<file path="src/rtl/lxp_pkg.sv">
package lxp_pkg;

    typedef enum logic [0:0] {
        ST_IDLE = 1'b0,
        ST_WAIT = 1'b1
    } lxp_state_e;

    typedef enum logic [1:0] {
        OVL_UNKNOWN = 2'd0,
        OVL_UNDEF   = 2'd1,
        OVL_NOP     = 2'd2,
        OVL_NOP_ALT = 2'd3
    } lxp_ovl_e;

    typedef struct packed {
        logic       match;
        logic       is64;
        logic [4:0] rt;
        logic [4:0] rt2;
        logic [4:0] rn;
        logic       acquire;
        logic       tagchk;
        logic       overlap;
        logic       base_is_sp;
    } lxp_dec_t;

endpackage

</file>
<file path="src/rtl/lxp_decode.sv">
module lxp_decode
    import lxp_pkg::*;
(
    input  logic [31:0] instr,
    output lxp_dec_t    dec
);
    localparam logic [4:0] ZR = 5'd31;

    always_comb begin
        dec.match      = instr[31] && (instr[29:23] == 7'b0010000) &&
                         instr[22] && instr[21] && instr[15];
        dec.is64       = instr[30];
        dec.rt         = instr[4:0];
        dec.rt2        = instr[14:10];
        dec.rn         = instr[9:5];
        dec.acquire    = (instr[4:0] != ZR) && (instr[14:10] != ZR);
        dec.tagchk     = (instr[9:5] != ZR);
        dec.base_is_sp = (instr[9:5] == ZR);
        dec.overlap    = (instr[4:0] == instr[14:10]);
    end
endmodule

</file>
<file path="src/rtl/lxp_split.sv">
module lxp_split #(
    parameter int XLEN = 64
) (
    input  logic [2*XLEN-1:0] data,
    input  logic              is64,
    input  logic              be,
    output logic [XLEN-1:0]   first,
    output logic [XLEN-1:0]   second
);
    localparam int HALF = XLEN / 2;

    logic [XLEN-1:0] lo_el;
    logic [XLEN-1:0] hi_el;

    always_comb begin
        if (is64) begin
            lo_el = data[XLEN-1:0];
            hi_el = data[2*XLEN-1:XLEN];
        end else begin
            lo_el = {{HALF{1'b0}}, data[HALF-1:0]};
            hi_el = {{HALF{1'b0}}, data[XLEN-1:HALF]};
        end
        first  = be ? hi_el : lo_el;
        second = be ? lo_el : hi_el;
    end
endmodule

</file>
<file path="src/rtl/lxp_unit.sv">
module lxp_unit
    import lxp_pkg::*;
#(
    parameter int              XLEN       = 64,
    parameter int              IDX_W      = 5,
    parameter int              SP_ALIGN   = 4,
    parameter logic [XLEN-1:0] FILL_VALUE = 64'hDEAD_BEEF_0BAD_F00D
) (
    input  logic                clk,
    input  logic                rst_n,
    input  logic                in_valid,
    input  logic [31:0]         in_instr,
    input  logic                big_endian,
    input  logic [1:0]          overlap_policy,
    output logic                busy,
    output logic [IDX_W-1:0]    rd_idx,
    input  logic [XLEN-1:0]     rd_data,
    input  logic [XLEN-1:0]     sp_value,
    output logic                mem_req_valid,
    output logic [XLEN-1:0]     mem_req_addr,
    output logic [4:0]          mem_req_bytes,
    output logic                mem_req_acquire,
    output logic                mem_req_tagchk,
    output logic                mem_req_atomic,
    input  logic                mem_rsp_valid,
    input  logic [2*XLEN-1:0]   mem_rsp_data,
    output logic                wb0_en,
    output logic [IDX_W-1:0]    wb0_idx,
    output logic [XLEN-1:0]     wb0_data,
    output logic                wb1_en,
    output logic [IDX_W-1:0]    wb1_idx,
    output logic [XLEN-1:0]     wb1_data,
    output logic                fault_align,
    output logic                fault_undef,
    input  logic                sx_valid,
    input  logic [XLEN-1:0]     sx_addr,
    input  logic [4:0]          sx_bytes,
    output logic                sx_ok
);
    localparam int             HALF   = XLEN / 2;
    localparam logic [4:0]     PAIR32 = 5'd8;
    localparam logic [4:0]     PAIR64 = 5'd16;
    localparam logic [IDX_W-1:0] ZR   = '1;

    typedef struct packed {
        lxp_state_e       st;
        logic             req_v;
        logic [XLEN-1:0]  req_addr;
        logic [4:0]       req_bytes;
        logic             req_acq;
        logic             req_tag;
        logic             req_atom;
        logic             is64;
        logic             be;
        logic             ovl_unknown;
        logic [IDX_W-1:0] rt;
        logic [IDX_W-1:0] rt2;
        logic             wb0_en;
        logic [IDX_W-1:0] wb0_idx;
        logic [XLEN-1:0]  wb0_data;
        logic             wb1_en;
        logic [IDX_W-1:0] wb1_idx;
        logic [XLEN-1:0]  wb1_data;
        logic             f_align;
        logic             f_undef;
        logic             mon_armed;
        logic [XLEN-1:0]  mon_addr;
        logic [4:0]       mon_bytes;
        logic             sx_ok;
    } unit_state_t;

    unit_state_t q, d;
    lxp_dec_t    dec;
    logic [XLEN-1:0] base_addr;
    logic [XLEN-1:0] el_first;
    logic [XLEN-1:0] el_second;
    logic [XLEN-1:0] fill_sized;
    logic            sp_misaligned;

    lxp_decode u_dec (
        .instr (in_instr),
        .dec   (dec)
    );

    lxp_split #(.XLEN(XLEN)) u_split (
        .data   (mem_rsp_data),
        .is64   (q.is64),
        .be     (q.be),
        .first  (el_first),
        .second (el_second)
    );

    assign rd_idx        = in_instr[9:5];
    assign base_addr     = dec.base_is_sp ? sp_value : rd_data;
    assign sp_misaligned = dec.base_is_sp && (sp_value[SP_ALIGN-1:0] != '0);
    assign fill_sized    = q.is64 ? FILL_VALUE : {{HALF{1'b0}}, FILL_VALUE[HALF-1:0]};

    always_comb begin
        d         = q;
        d.req_v   = 1'b0;
        d.wb0_en  = 1'b0;
        d.wb1_en  = 1'b0;
        d.f_align = 1'b0;
        d.f_undef = 1'b0;
        d.sx_ok   = 1'b0;

        if (sx_valid) begin
            d.sx_ok     = q.mon_armed && (sx_addr == q.mon_addr) &&
                          (sx_bytes == q.mon_bytes);
            d.mon_armed = 1'b0;
        end

        case (q.st)
            ST_IDLE: begin
                if (in_valid) begin
                    if (!dec.match) begin
                        d.f_undef = 1'b1;
                    end else if (dec.overlap &&
                                 lxp_ovl_e'(overlap_policy) == OVL_UNDEF) begin
                        d.f_undef = 1'b1;
                    end else if (dec.overlap &&
                                 lxp_ovl_e'(overlap_policy) != OVL_UNKNOWN) begin
                        d.f_undef = 1'b0;
                    end else if (sp_misaligned) begin
                        d.f_align = 1'b1;
                    end else begin
                        d.st          = ST_WAIT;
                        d.req_v       = 1'b1;
                        d.req_addr    = base_addr;
                        d.req_bytes   = dec.is64 ? PAIR64 : PAIR32;
                        d.req_acq     = dec.acquire;
                        d.req_tag     = dec.tagchk;
                        d.req_atom    = !dec.is64;
                        d.is64        = dec.is64;
                        d.be          = big_endian;
                        d.ovl_unknown = dec.overlap;
                        d.rt          = dec.rt;
                        d.rt2         = dec.rt2;
                        d.mon_armed   = 1'b1;
                        d.mon_addr    = base_addr;
                        d.mon_bytes   = dec.is64 ? PAIR64 : PAIR32;
                    end
                end
            end
            ST_WAIT: begin
                if (mem_rsp_valid) begin
                    d.st      = ST_IDLE;
                    d.wb0_idx = q.rt;
                    d.wb1_idx = q.rt2;
                    d.wb0_en  = (q.rt != ZR);
                    if (q.ovl_unknown) begin
                        d.wb0_data = fill_sized;
                        d.wb1_en   = 1'b0;
                    end else begin
                        d.wb0_data = el_first;
                        d.wb1_data = el_second;
                        d.wb1_en   = (q.rt2 != ZR);
                    end
                end
            end
            default: d.st = ST_IDLE;
        endcase
    end

    always_ff @(posedge clk) begin
        if (!rst_n) begin
            q <= '0;
        end else begin
            q <= d;
        end
    end

    assign busy            = (q.st == ST_WAIT);
    assign mem_req_valid   = q.req_v;
    assign mem_req_addr    = q.req_addr;
    assign mem_req_bytes   = q.req_bytes;
    assign mem_req_acquire = q.req_acq;
    assign mem_req_tagchk  = q.req_tag;
    assign mem_req_atomic  = q.req_atom;
    assign wb0_en          = q.wb0_en;
    assign wb0_idx         = q.wb0_idx;
    assign wb0_data        = q.wb0_data;
    assign wb1_en          = q.wb1_en;
    assign wb1_idx         = q.wb1_idx;
    assign wb1_data        = q.wb1_data;
    assign fault_align     = q.f_align;
    assign fault_undef     = q.f_undef;
    assign sx_ok           = q.sx_ok;

    AST_REQ_ONE_CYCLE: assert property (@(posedge clk) disable iff (!rst_n)
        mem_req_valid |=> !mem_req_valid);
    AST_NO_REQ_ON_FAULT: assert property (@(posedge clk) disable iff (!rst_n)
        (fault_align || fault_undef) |-> !mem_req_valid);
    AST_ARMED_WITH_REQ: assert property (@(posedge clk) disable iff (!rst_n)
        mem_req_valid |-> (q.mon_armed && q.mon_addr == mem_req_addr &&
                           q.mon_bytes == mem_req_bytes));
    AST_PAIR_BYTES: assert property (@(posedge clk) disable iff (!rst_n)
        mem_req_valid |-> (mem_req_atomic ? mem_req_bytes == PAIR32
                                          : mem_req_bytes == PAIR64));
    AST_ZERO_REG_DROP: assert property (@(posedge clk) disable iff (!rst_n)
        (wb0_en |-> wb0_idx != ZR) and (wb1_en |-> wb1_idx != ZR));
    AST_SX_DISARMS: assert property (@(posedge clk) disable iff (!rst_n)
        (sx_valid && !(q.st == ST_IDLE && in_valid)) |=> !q.mon_armed);
    AST_WB_AFTER_RSP: assert property (@(posedge clk) disable iff (!rst_n)
        (wb0_en || wb1_en) |-> $past(mem_rsp_valid && busy));
endmodule

</file>
<file path="config.mk">
export PLATFORM = sky130hd
export DESIGN_NAME = lxp_unit
export DESIGN_NICKNAME = d
export VERILOG_FILES = /design/src/rtl/lxp_pkg.sv /design/src/rtl/lxp_decode.sv /design/src/rtl/lxp_split.sv /design/src/rtl/lxp_unit.sv
export SDC_FILE = /design/constraint.sdc
export NUM_CORES = 1
export LEC_CHECK = 0
export CAP_MARGIN = 20
export CORE_AREA = 2 2 226 228
export DETAILED_ROUTE_END_ITERATION = 10
export DIE_AREA = 0 0 228 230
export DONT_BUFFER_PORTS = 1
export SLEW_MARGIN = 20
export SYNTH_ARGS = -nofsm -noshare
export SYNTH_HDL_FRONTEND = slang
export SYNTH_SLANG_ARGS = --single-unit
</file>
<file path="constraint.sdc">
create_clock -name clk -period 2.35 [get_ports clk]
set_input_delay 0.47 -clock clk [delete_from_list [all_inputs] [get_ports clk]]
set_output_delay 0.47 -clock clk [all_outputs]
set_load 0.1 [all_outputs]
</file>
==> results of run 1 <==
## final cells by class
| type | count | area (um2) |
|---|---|---|
| antenna | 6 | 15.0 |
| clock buffer | 36 | 761 |
| clock inverter | 14 | 131 |
| fill | 5370 | 34900 |
| inverter | 13 | 51.3 |
| multi-input combinational | 1051 | 6420 |
| sequential | 226 | 4530 |
| tap | 672 | 841 |
| timing repair buffer | 270 | 2230 |
## routing by layer
metal	vias up	global-route usage [%]	routed length, um
li1	5361	-	-
met1	5369	21.8	20500
met2	559	35.6	27700
met3	74	5.12	4230
met4	0	6.92	1550
met5	-	0	0
## through the flow
step | setup TNS [ns] | hold slack [ns] | utilization, %
final | 0 | 0.0549 | 30.0
after global routing | 0 | 0.0232 | 30.0
after CTS | 0 | 0.0192 | 30.0
after detailed placement | -0.00525 | 0.447 | 28.2
after global placement | 0 | 0.441 | 28.2
after floorplan | 0 | 0.432 | -
## power breakdown
group / internal (mW) / leakage (nW) / switching (mW)
Clock: 2.49 / 0.437 / 1.78
Sequential: 3.83 / 1.82 / 0.000622
Combinational: 0.205 / 3.04 / 0.256
Total: 6.53 / 5.30 / 2.04
## sequential cells by signal (all words and copies together) (netlist names), 5 cells and up
register	count
q	79
wb0_data	64
wb1_data	64
wb0_idx	5
wb1_idx	5
## cell families after synthesis
kind of cell | count (synthesis) | synth area share (%)
xor gates and xnor gates | 56 | 3.75
other | 1 | 0.0287
buffers and inverters | 356 | 16.5
DFF | 226 | 34.6
muxes | 163 | 13.7
AOI/OAI and AO/OA | 337 | 14.2
and+or+nand+nor | 492 | 17.2
## synthesized netlist by cell type, drive strengths merged, types with 2 or more instances
cell type	number
nor2b	8
dfxtp	226
o21ai	134
nor4	6
a2111oi	2
a22o	4
xnor2	50
nand2	278
mux2	128
and4	3
o2111ai	2
o22ai	3
nand3	42
o31ai	4
mux2i	35
inv	13
xor2	6
and3	4
nor3	4
a311oi	2
nand4	90
clkbuf	116
a22oi	17
nand2b	10
nor2	40
a21oi	141
buf	227
o211ai	25
and2	2
## worst min-delay path by stage
| stage | to | depth (start not counted) | slack [ns] |
|---|---|---|---|
| after CTS | q[5]$_SDFFE_PN0P_ | 2 | 0.02 |
| after global routing | q[218]$_SDFFE_PN0P_ | 2 | 0.02 |
| after global placement | wb1_data[43]$_SDFFE_PN0P_ | 2 | 0.44 |
| after detailed placement | wb0_data[46]$_SDFFE_PN0P_ | 2 | 0.45 |
| after floorplan | wb1_data[0]$_SDFFE_PN0P_ | 2 | 0.43 |
| final | q[5]$_SDFFE_PN0P_ | 2 | 0.05 |
## timing repair
action                                  4_1_cts  5_1_grt
buffers inserted                              1        0
resized for setup                             1        0
endpoints found under the setup margin        1        0
## layout by cell type (no fill, tap or decap), types with 3 or more instances in the layout
master and instances:
nand2_1 276, buf_4 254, dfxtp_1 222, a21oi_1 141
mux2_2 128, o21ai_0 124, nand4_1 90, xnor2_1 50
nand3_1 42, nor2_1 39, mux2i_1 35, clkbuf_16 28
o211ai_1 25, a22oi_1 17, buf_12 14, inv_1 12
o21ai_1 10, nand2b_1 9, nor2b_1 8, clkinv_2 8
diode_2 6, nor4_1 6, xor2_1 6, clkbuf_1 5
o31ai_1 4, nor3_1 4, and3_1 4, a22o_1 4
and4_1 3, o22ai_1 3, conb_1 3, clkbuf_8 3
clkinvlp_4 3
## worst max-delay path: cells and delay by family (launching register included)
| family | cells | cell delay, ns |
|---|---|---|
| flops | 1 | 0.57 |
| buf+inv | 2 | 0.59 |
==> metrics.cfg, run 1 <==
[placement]
io_buffers=0
dpl-instance-area_um2=14000
dp_hpwl_um=42100
globalplace.congestion=0.982
placed_cells=2231
pre_cts_ws_ns=-0.00525

[logic_synthesis]
yosysSeqAreaShare_pct=34.6
ys_seq_elements=226
syn-cell-area_um2=13100
synth_warnings=0
synth_top_area_share_pct=34.6
yosysUniqueCellTypes=44
synth_edf_count=0
synth_area_leaders=dfxtp_1 (35%), buf_4 (12%), mux2_2 (11%)
async_flop_share_pct=0
synthFlopType=dfxtp_1
syn_area_per_cell_um2=8.02
synth_largest_area_cell=dfxtp_1
synthCells=1631

[power]
ir_worst_vdd_uv=439
p_leak_nw=5.30
power_mw=8.57
power_density_nw_per_um2=572

[grt]
grt-ovfl-total=0
grt_max_degree=172
antenna_found_initial=5
grt_pass1_wl_um=76200
grt_pass1_vias=10976
track_usage_pct=19.5

[setup_path]
r2r-end=wb0_data[4]$_SDFFE_PN0P_
endpoint=mem_req_bytes[4]
reg2reg_slack_ns=0.37
end_kind=output pin
cp-start-kind=register
reg2reg_depth=6
worstSetupPathType=reg -> out
crit_start=q[5]$_SDFFE_PN0P_
cp.required_ns=1.88
cp_max_fo=15
r2r_start=q[5]$_SDFFE_PN0P_
slowest_stage=dfxtp_4
cp.arrival_ns=1.75
crit_chain=buf_4 > buf_6
cp_slowest_stage_delay_ns=0.57

[floorplan]
core.rowCount=82
die_h_um=230
die-area_um2=52400
start_util_pct=26.2
io_pins=587
core_um2=49900
die_x_um=228

[timing]
relSlewSlack_pct=56.1
setup_ws_ns=0.128
setup_viol=0
max_freq_ghz=0.450
grt_setup_unrepaired=no
slew_viol_final=0
worstMarginPinSlew_ns=0.640
fin_crit_sh_pct=94.6
min_period_ns=2.22
finClkSkew_ns=0.0101
final_hold_viol_count=0

[cts]
clk_path_buf_depth=3
clk_pin_slew_ns=0.06
clock_latency_ns=0.56
cts.sinks=226
numCtsBuffers=27
root_buffer=clkbuf_16
h-tree-depth=1
hold_buffers=0
tritoncts=built

[detailed_routing]
wl_per_cell_um=23.6
vias=11363
drtPass1Iterations=5
drtIter0Drc=625
via_per_inst=4.97
drt_wl_total_um=53900
ant_nets=0
drc=0

[cells_and_area]
drive_gt1_share_pct=28.3
fin_cells=2288
area_delta_synth_final_pct=14.6
final_area_um2=15000
nets=1954

[flow_run]
drv_cap=0

[worst_hold_path]
hold_class=in -> reg
min_from=in_instr[30]

[run_status]
status=completed

No activity file was read; power rests on OpenSTA's default activity.
==> inputs of run 2 (changes only) <==
- REMOVE_ABC_BUFFERS: not set -> 1
==> run 2 against run 1 <==
Against the previous run: final area is 0.98% lower; register-to-register slack got worse by 0.37 ns; first-iteration DRC count is 17% lower; sequential cell count stayed put; clock skew about the same; via count is 0.23% higher; utilization decreased by 0.29 points; highest routed layer is now met5.
==> metrics.cfg, run 2 (synthesis results as in run 1) <==
[run_status]
status=completed

[detailed_routing]
drtIter0Drc=518
drtPass1Iterations=5
ant_nets=0
wl_per_cell_um=22.1
via_per_inst=4.99
drt_wl_total_um=50500
vias=11389
drc=0

[timing]
finClkSkew_ns=0.0102
max_freq_ghz=0.426
fin_crit_sh_pct=100
setup_ws_ns=0.000206
worstMarginPinSlew_ns=1.21
grt_setup_unrepaired=no
relSlewSlack_pct=17.0
final_hold_viol_count=0
setup_viol=0
hold_slack_ns=0.0525
min_period_ns=2.35
slew_viol_final=0

[setup_path]
cp.required_ns=2.82
r2r_start=q[19]$_SDFFE_PN0P_
cp.arrival_ns=2.82
crit_chain=buf_4 > inv_1 > o22ai_1 > a2111oi_0 > nand4_1 > nor4_1
r2r-end=sx_ok$_SDFF_PN0_
slowest_stage=a2111oi_0
path_buf_inv=2
cp_slowest_stage_delay_ns=0.96
cp-start-kind=register
worstSetupPathType=reg -> reg
reg2reg_slack_ns=0.0002
reg2reg_depth=6
cp_num_cells=6
cp_max_fo=2
critPathTopFamily=compound AO/OA/AOI/OAI gates
crit_start=q[19]$_SDFFE_PN0P_
end_kind=register

[grt]
grt_pass1_wl_um=72500
grt_max_degree=172
grt-ovfl-total=0
track_usage_pct=18.2
grt_pass1_vias=10872
antenna_found_initial=21

[placement]
globalplace.congestion=0.952
io_buffers=0
pre_cts_ws_ns=-0.0431
dp_hpwl_um=38500

[flow_run]
drv_cap=0

[cells_and_area]
nFillCells=5340
drive_gt1_share_pct=27.5
final_common_cell=nand2_1
final_cell_mix=nand2_1 (276), buf_4 (239), dfxtp_1 (222), a21oi_1 (141), mux2_2 (128)
largest_reg_flops=79
top_register=q
nets=1937
area_delta_synth_final_pct=13.4

[cts]
cts.sinks=226
hold_buffers=0
clk_path_buf_depth=3
h-tree-depth=1
cts_setup_buffers=0
root_buffer=clkbuf_16
tritoncts=built
cts_resized=0
numCtsBuffers=27
clk_pin_slew_ns=0.06
clock_latency_ns=0.56

[worst_hold_path]
min_from=in_instr[2]
hold_class=in -> reg
whs_path_depth=2
min_to=q[220]$_SDFFE_PN0P_

[floorplan]
io_pins=587
core.rowCount=82
core_um2=49900
die-area_um2=52400
die_x_um=228
die_h_um=230
start_util_pct=26.2

[power]
ir_worst_vdd_uv=476
p_leak_nw=5.20
power_mw=8.33
power_density_nw_per_um2=562

-- run 2: area by class of cell --
type	count	area (um2)	area share (%)
Inverter	13	51.3	0.346
Multi-Input combinational cell	1051	6420	43.3
Clock buffer	40	816	5.50
Antenna cell	18	45.0	0.304
Tap cell	672	841	5.67
Clock inverter	9	51.3	0.346
Timing Repair Buffer	253	2070	14.0
Sequential cell	226	4530	30.6
-- run 2: per-stage QoR --
stage / instances / TNS [ns] / util, % / area (um2)
6_report: 2282 / 0 / 29.7 / 14800
5_1_grt: 2280 / 0 / 29.7 / 14800
4_1_cts: 2264 / 0 / 29.7 / 14800
3_5_place_dp: 2215 / -0.235 / 27.9 / 13900
3_3_place_gp: 2215 / 0 / 27.9 / 13900
2_1_floorplan: 1290 / -593.60 / - / 11000
-- run 2: worst max path at each step --
stage	to	slack [ns]
global placement	q[224]$_SDFFE_PN0P_	0.03
finish	sx_ok$_SDFF_PN0_	0.0002
detailed placement	q[4]$_SDFFE_PN0P_	-0.04
floorplan	wb0_data[36]$_SDFFE_PN0P_	-3.65
CTS	mem_req_bytes[4]	0.08
global route	mem_req_bytes[4]	0.06
-- run 2: routing by layer --
metal  track usage (%)  share of wire, %
met1              18.8                35
met2              32.2                50
met3              5.99               9.6
met4              10.7               5.2
met5                 0             0.026
-- run 2: power by group --
part | internal (mW) | switching, mW | total (mW)
combinational | 0.189 | 0.211 | 0.399
sequential | 3.83 | 0.000621 | 3.83
clock | 2.39 | 1.71 | 4.10
total | 6.41 | 1.92 | 8.33
